**src/rtl/sfe_pkg.sv**
```systemverilog
`timescale 1ns/1ps
package sfe_pkg;

  // strobe bundle after synchronization, all active low
  typedef struct packed {
    logic ce_n;
    logic we_n;
    logic oe_n;
  } strobe_t;

  // a read is requested: selected, drive requested, no write strobe
  function automatic logic read_request(input strobe_t s);
    return !s.ce_n && !s.oe_n && s.we_n;
  endfunction

  // both write-framing strobes active
  function automatic logic write_window(input strobe_t s);
    return !s.ce_n && !s.we_n;
  endfunction

endpackage

```
**src/rtl/sfe_sync.sv**
```systemverilog
`timescale 1ns/1ps
module sfe_sync #(
  parameter int              W      = 8,
  parameter logic [W-1:0]    INIT   = '0,
  parameter int              STAGES = 2
) (
  input  logic         clk,
  input  logic         rst_n,
  input  logic [W-1:0] d,
  output logic [W-1:0] q
);

  logic [W-1:0] stage_q [STAGES];

  for (genvar g = 0; g < STAGES; g++) begin : g_stage
    always_ff @(posedge clk or negedge rst_n) begin
      if (!rst_n) begin
        stage_q[g] <= INIT;
      end else if (g == 0) begin
        stage_q[g] <= d;
      end else begin
        stage_q[g] <= stage_q[(g == 0) ? 0 : g - 1];
      end
    end
  end

  assign q = stage_q[STAGES-1];

endmodule

```
**src/rtl/sfe_cycle_ctl.sv**
```systemverilog
`timescale 1ns/1ps
module sfe_cycle_ctl
  import sfe_pkg::*;
(
  input  logic    clk,
  input  logic    rst_n,
  input  logic    pwr_ok,
  input  strobe_t stb,
  output logic    rd_sel,
  output logic    wr_start,
  output logic    wr_commit,
  output logic    wr_abort,
  output logic    wr_live
);

  logic win_now;
  logic win_q;

  assign win_now = write_window(stb);
  assign rd_sel  = read_request(stb);

  always_ff @(posedge clk or negedge rst_n) begin
    if (!rst_n) win_q <= 1'b0;
    else        win_q <= win_now;
  end

  // open only on a fresh window edge seen with power good
  assign wr_start  = win_now && !win_q && pwr_ok;
  // close on the first strobe release
  assign wr_commit = wr_live && !win_now && pwr_ok;
  // drop on power loss
  assign wr_abort  = wr_live && !pwr_ok;

  always_ff @(posedge clk or negedge rst_n) begin
    if (!rst_n)                      wr_live <= 1'b0;
    else if (wr_abort || wr_commit)  wr_live <= 1'b0;
    else if (wr_start)               wr_live <= 1'b1;
  end

  // a commit closes the write
  p_commit_clears_r3: assert property (@(posedge clk) disable iff (!rst_n)
    wr_commit |=> !wr_live);

  // an abort closes the write
  p_abort_clears_r7: assert property (@(posedge clk) disable iff (!rst_n)
    wr_abort |=> !wr_live);

  // no write survives a cycle without power
  p_unpowered_idle_r6: assert property (@(posedge clk) disable iff (!rst_n)
    !pwr_ok |=> !wr_live);

  // an opened write is tracked
  p_start_sets_live_r3: assert property (@(posedge clk) disable iff (!rst_n)
    wr_start |=> wr_live);

endmodule

```
**src/rtl/sfe_array.sv**
```systemverilog
`timescale 1ns/1ps
module sfe_array #(
  parameter int ADDR_W = 19,
  parameter int DEPTH  = 256,
  parameter int DATA_W = 8
) (
  input  logic              clk,
  input  logic              rst_n,
  input  logic              wr_en,
  input  logic [ADDR_W-1:0] addr,
  input  logic [DATA_W-1:0] wdata,
  output logic              hit,
  output logic [DATA_W-1:0] rdata
);

  localparam int IDX_W = (DEPTH > 1) ? $clog2(DEPTH) : 1;

  logic [DATA_W-1:0] mem_q [DEPTH];
  logic [IDX_W-1:0]  idx;

  assign hit   = ({1'b0, addr} < (ADDR_W+1)'(DEPTH));
  assign idx   = addr[IDX_W-1:0];
  assign rdata = hit ? mem_q[idx] : '0;

  always_ff @(posedge clk or negedge rst_n) begin
    if (!rst_n) begin
      for (int i = 0; i < DEPTH; i++) mem_q[i] <= '0;
    end else if (wr_en && hit) begin
      mem_q[idx] <= wdata;
    end
  end

  // a committed byte is what the same address reads next cycle
  p_write_lands_r3: assert property (@(posedge clk) disable iff (!rst_n)
    (wr_en && hit) |=> (!$stable(addr) || rdata == $past(wdata)));

  // unbacked addresses read as zero
  p_oob_reads_zero_r8: assert property (@(posedge clk) disable iff (!rst_n)
    !hit |-> rdata == '0);

endmodule

```
**src/rtl/sram_bus_frontend.sv**
```systemverilog
`timescale 1ns/1ps
module sram_bus_frontend
  import sfe_pkg::*;
#(
  parameter int ADDR_W = 19,
  parameter int DATA_W = 8,
  parameter int DEPTH  = 256
) (
  input  logic              clk,
  input  logic              rst_n,
  input  logic              pwr_ok,
  input  logic [ADDR_W-1:0] bus_addr,
  input  logic              bus_ce_n,
  input  logic              bus_we_n,
  input  logic              bus_oe_n,
  input  logic [DATA_W-1:0] bus_din,
  output logic [DATA_W-1:0] bus_dout,
  output logic              bus_doe
);

  localparam int SYNC_W = 3 + ADDR_W + DATA_W;
  localparam logic [SYNC_W-1:0] SYNC_INIT = {3'b111, {(ADDR_W+DATA_W){1'b0}}};

  logic [SYNC_W-1:0] raw_bundle;
  logic [SYNC_W-1:0] sync_bundle;
  strobe_t           stb_s;
  logic [ADDR_W-1:0] addr_s;
  logic [DATA_W-1:0] din_s;

  logic rd_sel, wr_start, wr_commit, wr_abort, wr_live;
  logic hit;
  logic [DATA_W-1:0] rdata;

  assign raw_bundle = {bus_ce_n, bus_we_n, bus_oe_n, bus_addr, bus_din};
  assign {stb_s, addr_s, din_s} = sync_bundle;

  sfe_sync #(.W(SYNC_W), .INIT(SYNC_INIT), .STAGES(2)) u_sync (
    .clk   (clk),
    .rst_n (rst_n),
    .d     (raw_bundle),
    .q     (sync_bundle)
  );

  sfe_cycle_ctl u_ctl (
    .clk       (clk),
    .rst_n     (rst_n),
    .pwr_ok    (pwr_ok),
    .stb       (stb_s),
    .rd_sel    (rd_sel),
    .wr_start  (wr_start),
    .wr_commit (wr_commit),
    .wr_abort  (wr_abort),
    .wr_live   (wr_live)
  );

  sfe_array #(.ADDR_W(ADDR_W), .DEPTH(DEPTH), .DATA_W(DATA_W)) u_array (
    .clk   (clk),
    .rst_n (rst_n),
    .wr_en (wr_commit),
    .addr  (addr_s),
    .wdata (din_s),
    .hit   (hit),
    .rdata (rdata)
  );

  assign bus_doe  = pwr_ok && rd_sel;
  assign bus_dout = bus_doe ? rdata : '0;

  // an active write strobe never coexists with driving
  p_we_blocks_drive_r4: assert property (@(posedge clk) disable iff (!rst_n)
    !stb_s.we_n |-> !bus_doe);

  // no drive while the supply is out of tolerance
  p_no_drive_unpowered_r5: assert property (@(posedge clk) disable iff (!rst_n)
    !pwr_ok |-> (!bus_doe && bus_dout == '0));

  // data lines are quiet whenever not driving
  p_quiet_when_released_r2: assert property (@(posedge clk) disable iff (!rst_n)
    !bus_doe |-> bus_dout == '0);

endmodule

```
**config.mk**
```make
export PLATFORM = sky130hd
export DESIGN_NAME = sram_bus_frontend
export DESIGN_NICKNAME = d
export VERILOG_FILES = /design/src/rtl/sfe_pkg.sv /design/src/rtl/sfe_sync.sv /design/src/rtl/sfe_cycle_ctl.sv /design/src/rtl/sfe_array.sv /design/src/rtl/sram_bus_frontend.sv
export SDC_FILE = /design/constraint.sdc
export NUM_CORES = 2
export LEC_CHECK = 0
export ABC_AREA = 1
export BUFFER_PORTS_ARGS = -buffer_cell sky130_fd_sc_hd__buf_4
export CAP_MARGIN = 25
export CELL_PAD_IN_SITES_DETAIL_PLACEMENT = 2
export CELL_PAD_IN_SITES_GLOBAL_PLACEMENT = 2
export CORE_UTILIZATION = 35
export CTS_BUF_LIST = sky130_fd_sc_hd__clkbuf_4 sky130_fd_sc_hd__clkbuf_8
export CTS_CLUSTER_DIAMETER = 120
export CTS_CLUSTER_SIZE = 20
export DETAILED_ROUTE_END_ITERATION = 10
export PLACE_DENSITY_LB_ADDON = 0.1
export SLEW_MARGIN = 20
export SYNTH_ARGS = -nofsm -noshare
export SYNTH_HDL_FRONTEND = slang
export SYNTH_SLANG_ARGS = --single-unit
```
**constraint.sdc**
```tcl
create_clock -name clk -period 6.2 [get_ports clk]
set_input_delay 1.24 -clock clk [delete_from_list [all_inputs] [get_ports clk]]
set_output_delay 1.24 -clock clk [all_outputs]
set_load 0.02 [all_outputs]
```
Yosys cells after proc, flatten, opt, wreduce, memory -nomap -nowiden

Index checks and enable logic that the tools add are counted.

Magnitude comparators: 3
Bitwise logic cells: 1
Muxes and demuxes: 10
Reduce and logical (&&, ||, !) cells: 19

Operator list:

| operator                                             | number |
|---|---|
| bitwise mux 2048 bit                                 | 1 |
| binary-select mux 8 bit (select 8 bit)               | 1 |
| demux 8 bit (select 8 bit)                           | 1 |
| two-way mux 8 bit                                    | 5 |
| < comparator 19 x 9 -> 1 bit (second input constant) | 1 |
| logical AND 1 bit                                    | 11 |
| >= comparator 9 bit (second input constant)          | 1 |
| < comparator 9 x 1 -> 1 bit (second input constant)  | 1 |
| inverter 8 -> 9 bit                                  | 1 |
| logical NOT 1 bit                                    | 6 |
| two-way mux 1 bit                                    | 2 |
| nonzero test 2 bit                                   | 1 |
| logical OR 1 bit                                     | 1 |

Input bits: 33
Output and inout port bits: 9
Bits in registers: 2110
Logic and storage cells: 293

Depth between registers and ports, before layout

Word-level depth: 7
Gate-level depth with buffers: 17
Mapped depth without buffers: 15

Modules after synthesis

From an unflattened synthesis, not the netlist that was laid out.

Cell total of the unflattened synthesis: 12963
Area, all modules: 99974.6 um^2

By module, submodules not included:

| module            | cells each | sequential area each (um^2) | instances | area each (um^2) |
|---|---|---|---|---|
| sfe_array         | 12840      | 51249.2                     | 1         | 98057.8 |
| sfe_sync          | 90         | 1508.9                      | 1         | 1734.2 |
| sfe_cycle_ctl     | 15         | 50.0                        | 1         | 112.6 |
| sram_bus_frontend | 18         | 0.0                         | 1         | 70.1 |

Worst setup path before layout

No wires, ideal clock.

Path kind: input to output
Start point: input port pwr_ok
End point: output port bus_dout[0]
Required time: 4.960 ns
Stages on the path: 4
Arrival time: 2.501 ns
Slack: 2.459 ns
Cells stage by stage: nand2_1 nor3_1 nand3_1 nor2_1

Word-level cells in the longest chain between the ends: 2

RTL lines:

| item               | line                    | text |
|---|---|---|
| start: declaration | sram_bus_frontend.sv:11 | `input logic pwr_ok,` |
| logical AND 1 bit  | sram_bus_frontend.sv:66 | `assign bus_doe = pwr_ok && rd_sel;` |
| named net bus_doe  | sram_bus_frontend.sv:18 | `output logic bus_doe` |
| two-way mux 8 bit  | sram_bus_frontend.sv:67 | `assign bus_dout = bus_doe ? rdata : '0;` |
| end: declaration   | sram_bus_frontend.sv:17 | `output logic [DATA_W-1:0] bus_dout,` |

The timed path passes the listed nets, and every way through them passes these cells.

Final worst setup path

Start point: register u_sync.stage_q (netlist bit u_sync.q[9])
End point: output port bus_dout[3]

Word-level cells in the longest chain between the ends: 6
Elaborated cells between the ends (all ways): 7

RTL lines:

| item                                                  | line                    | text |
|---|---|---|
| start: declaration                                    | sfe_sync.sv:13          | `logic [W-1:0] stage_q [STAGES];` |
| start signal: indexed assignment                      | sfe_sync.sv:22          | `stage_q[g] <= stage_q[(g == 0) ? 0 : g - 1];` |
| inverter 8 -> 9 bit (implied by the code)             | sfe_array.sv:23         | `assign rdata = hit ? mem_q[idx] : '0;` |
| binary-select mux 8 bit (select 8 bit)                | sfe_array.sv:23         |  |
| two-way mux 8 bit (implied by the code) (2 in series) | sfe_array.sv:23         |  |
| two-way mux 8 bit *                                   | sfe_array.sv:23         |  |
| two-way mux 8 bit *                                   | sram_bus_frontend.sv:67 |  |

Mark *: on every way between the ends. The rest lies on a longest branch, timed or not. The select of a mux whose other input is x is not followed.

==> impl_metrics.py <==
metrics = {
    "setup_path": {
        "worstPathRequired_ns": 4.96,
        "end_kind": "output pin",
        "cp.arrival_ns": 4.88,
        "path_class": "reg -> out",
        "crit_fanout": 70,
        "cp-start-kind": "register",
    },
    "yosys": {
        "synth_cell_types": 27,
        "synthCells": 12839,
        "synth_edf_count": 0,
        "ys_ff_latch": 2110,
        "async_flop_share": 1.00,
        "synth.top_cells.by_count": "6837 x nand2_1, 2104 x dfrtp_1, 2015 x o21ai_0, 756 x clkbuf_1, 377 x nand3_1",
        "synth-main-ff-cell": "dfrtp_1",
        "synth_top_area_cell": "dfrtp_1",
        "seq_area_frac_synth": 0.545,
        "synthesis.nets": 12872,
        "syn_avg_cell_area_um2": 7.55,
        "synth_most_common_cell": "nand2_1",
        "synth_top_area_frac": 0.543,
        "synth_area_leaders": "dfrtp_1 54%, nand2_1 26%, o21ai_0 10%",
        "synth_warnings": 0,
        "syn-cell-area_um2": 97000,
    },
    "placement": {
        "place.gp.congestion": 0.840,
        "place_area_um2": 101000,
        "numPortBuffers": 41,
        "hpwl_um": 233000,
    },
    "power": {
        "power.density_nw_per_um2": 213,
        "switchingPower_uw": 6030,
        "power_uw": 21900,
        "p_sw_frac": 0.275,
        "p_int_uw": 15900,
        "power.share.sequential": 0.630,
        "pwr-share-clk": 0.305,
        "ir_drop_v": 0.000162,
        "pwr-share-comb": 0.066,
        "p_leak_uw": 0.0503,
    },
    "timing": {
        "skew_ns": 0.0539,
        "whs_ns": 0.0435,
        "finalCritPeriodShare": 0.988,
        "max_freq_ghz": 0.163,
        "fin_crit_ns": 6.12,
        "finalMaxSlewViolations": 0,
        "final-setup-viol-count": 0,
        "slew_headroom": 0.224,
        "hold_viol": 0,
        "worst_pin_slew_ns": 1.16,
    },
    "routing": {
        "drc": 0,
        "dr.pass1.iters": 5,
        "vias": 85382,
        "viasPerCell": 5.34,
        "detail_route.iter0.violations": 4904,
        "wirelength_um": 384000,
        "avgRoutedWirePerCell_um": 24.0,
        "ant_nets": 0,
    },
    "finish": {
        "area_growth_pct": 5.94,
        "finish.instance_area_um2": 103000,
        "drive_above_1_share": 0.0423,
        "n_fill_cell": 31753,
        "layout.nets": 12305,
    },
    "floorplan": {
        "rows": 192,
        "die_area_um2": 279000,
        "start_util": 0.353,
        "pin_count": 42,
        "die_w_um": 528,
        "core-area_um2": 275000,
        "die_h_um": 528,
    },
    "global_routing": {
        "grt_max_degree": 163,
        "overflow": 0,
        "antenna_found_initial": 16,
        "grt_pass1_wl_um": 590000,
        "grt_pass1_vias": 93310,
        "grt_usage": 0.274,
    },
    "run_status": {
        "status": "finished clean",
    },
    "clocking": {
        "clk_pin_slew_ns": 0.14,
        "cts_root_buf": "clkbuf_8",
        "clock_path_buffers": 4,
        "htree_levels": 3,
        "worstSkewPairLatency_ns": 1.11,
        "cts_sinks": 2110,
        "cts_tree": "built",
        "cts_buffers": 120,
    },
    "min_path": {
        "hold_class": "in -> async",
    },
    "run": {
        "drv_cap": 0,
    },
}
-- cells in the final DEF (no fill, tap or decap), drive strengths merged --
| cell type | n |
|---|---|
| nand4 | 56 |
| buf | 234 |
| a21oi | 1 |
| inv | 27 |
| dfrtp | 2104 |
| nand2 | 6910 |
| and3 | 1 |
| nor2 | 375 |
| nor4 | 1 |
| clkinvlp | 2 |
| nand3 | 379 |
| diode | 8 |
| o21ai | 2048 |
| dfstp | 6 |
| clkbuf | 143 |
| clkinv | 2 |
| nor3 | 6 |
-- cells by family (layout without fill, tap and decap cells) --
kind of cell           count (synthesis)  count (layout)  share of synthesized area
and+or+nand+nor                     7728            7728                      0.310
buffers and inverters                952             408                     0.0396
DFF                                 2110            2110                      0.545
AOI/OAI and AO/OA                   2049            2049                      0.106
other                                  0               8                          0
-- state kept, by name, indices dropped and copies added, names as in the netlist --
| signal | count |
|---|---|
| u_sync.q | 30 |
| u_ctl.wr_live | 1 |
| u_sync.stage_q | 30 |
| u_ctl.win_q | 1 |
| u_array.mem_q | 2048 |
-- stage by stage --
step	worst slack [ns]	utilization	instances	setup TNS, ns
after floorplan	2.46	-	12839	0
after global placement	1.03	0.366	15825	0
after detailed placement	1.02	0.367	15827	0
after CTS	0.00801	0.374	15976	0
after global routing	-0.0110	0.374	15986	-0.0185
final	0.0774	0.374	15989	0
-- power groups by stage --
stage	combinational, uW	sequential (uW)	clock [uW]
finish	1440	13800	6680
global route	1530	13800	7310
CTS	1470	13800	6940
detailed placement	1460	14100	0
global placement	1440	14100	0
floorplan	508	14100	0
-- area by class of cell --
type | instances | area (um^2) | area share
Sequential cell | 2110 | 52800 | 0.514
Multi-Input combinational cell | 9777 | 40400 | 0.394
Tap cell | 3686 | 4610 | 0.0449
Timing Repair Buffer | 236 | 2740 | 0.0267
Clock buffer | 141 | 1840 | 0.0179
Inverter | 26 | 201 | 0.00196
Clock inverter | 4 | 40.0 | 0.000390
Antenna cell | 8 | 20.0 | 0.000195
Timing Repair inverter | 1 | 8.76 | 0.0000853
-- final timing paths --
kind	from	end	slack (ns)	depth (start not counted)
setup reg to reg	u_sync.q[9]$_DFF_PN0_	u_array.mem_q[1630]$_DFFE_PN0P_	1.87	8
hold / removal	rst_n	u_array.mem_q[1961]$_DFFE_PN0P_	0.04	1
hold reg to reg	u_sync.stage_q[37]$_DFF_PN0_	u_sync.q[7]$_DFF_PN0_	0.36	0
setup / recovery	u_sync.q[9]$_DFF_PN0_	bus_dout[3]	0.08	15
max in group asynchronous	rst_n	u_array.mem_q[801]$_DFFE_PN0P_	4.40	2
min in group clk	bus_we_n	u_sync.stage_q[58]$_DFF_PN1_	0.25	1
-- worst max-delay path, cell delays in order (launching register included) --
cell     delay, ns
dfrtp_4       0.64
buf_4         0.49
buf_12        0.40
nand2_1       0.15
nand2_1       0.10
nand2_1       0.05
nand2_1       0.09
nor2_1        0.10
nor2_1        0.27
nor2_1        0.10
nand2_1       0.18
nand2_1       0.13
nand2_1       0.28
nor2_1        0.11
nor2_1        0.31
buf_4         0.23
-- metal layers --
layer / vias up / GRT usage / share of wire
met3: 352 / 0.0225 / 0.029
met4: 4 / 0.0573 / 0.021
li1: 39173 / - / -
met1: 44798 / 0.382 / 0.47
met2: 1055 / 0.464 / 0.48
met5: - / 0 / 0.000078
-- timing repair --
item | CTS | global route
pin swaps | 0 | 1
cloned | 1 | 2
endpoints found under the setup margin | 8 | 2
hold buffers | 0 | 0
gates resized for setup | 5 | 2
buffers inserted | 3 | 3
endpoints found under the hold margin | 0 | 0
Note: power is estimated with default switching activity, not from simulation.
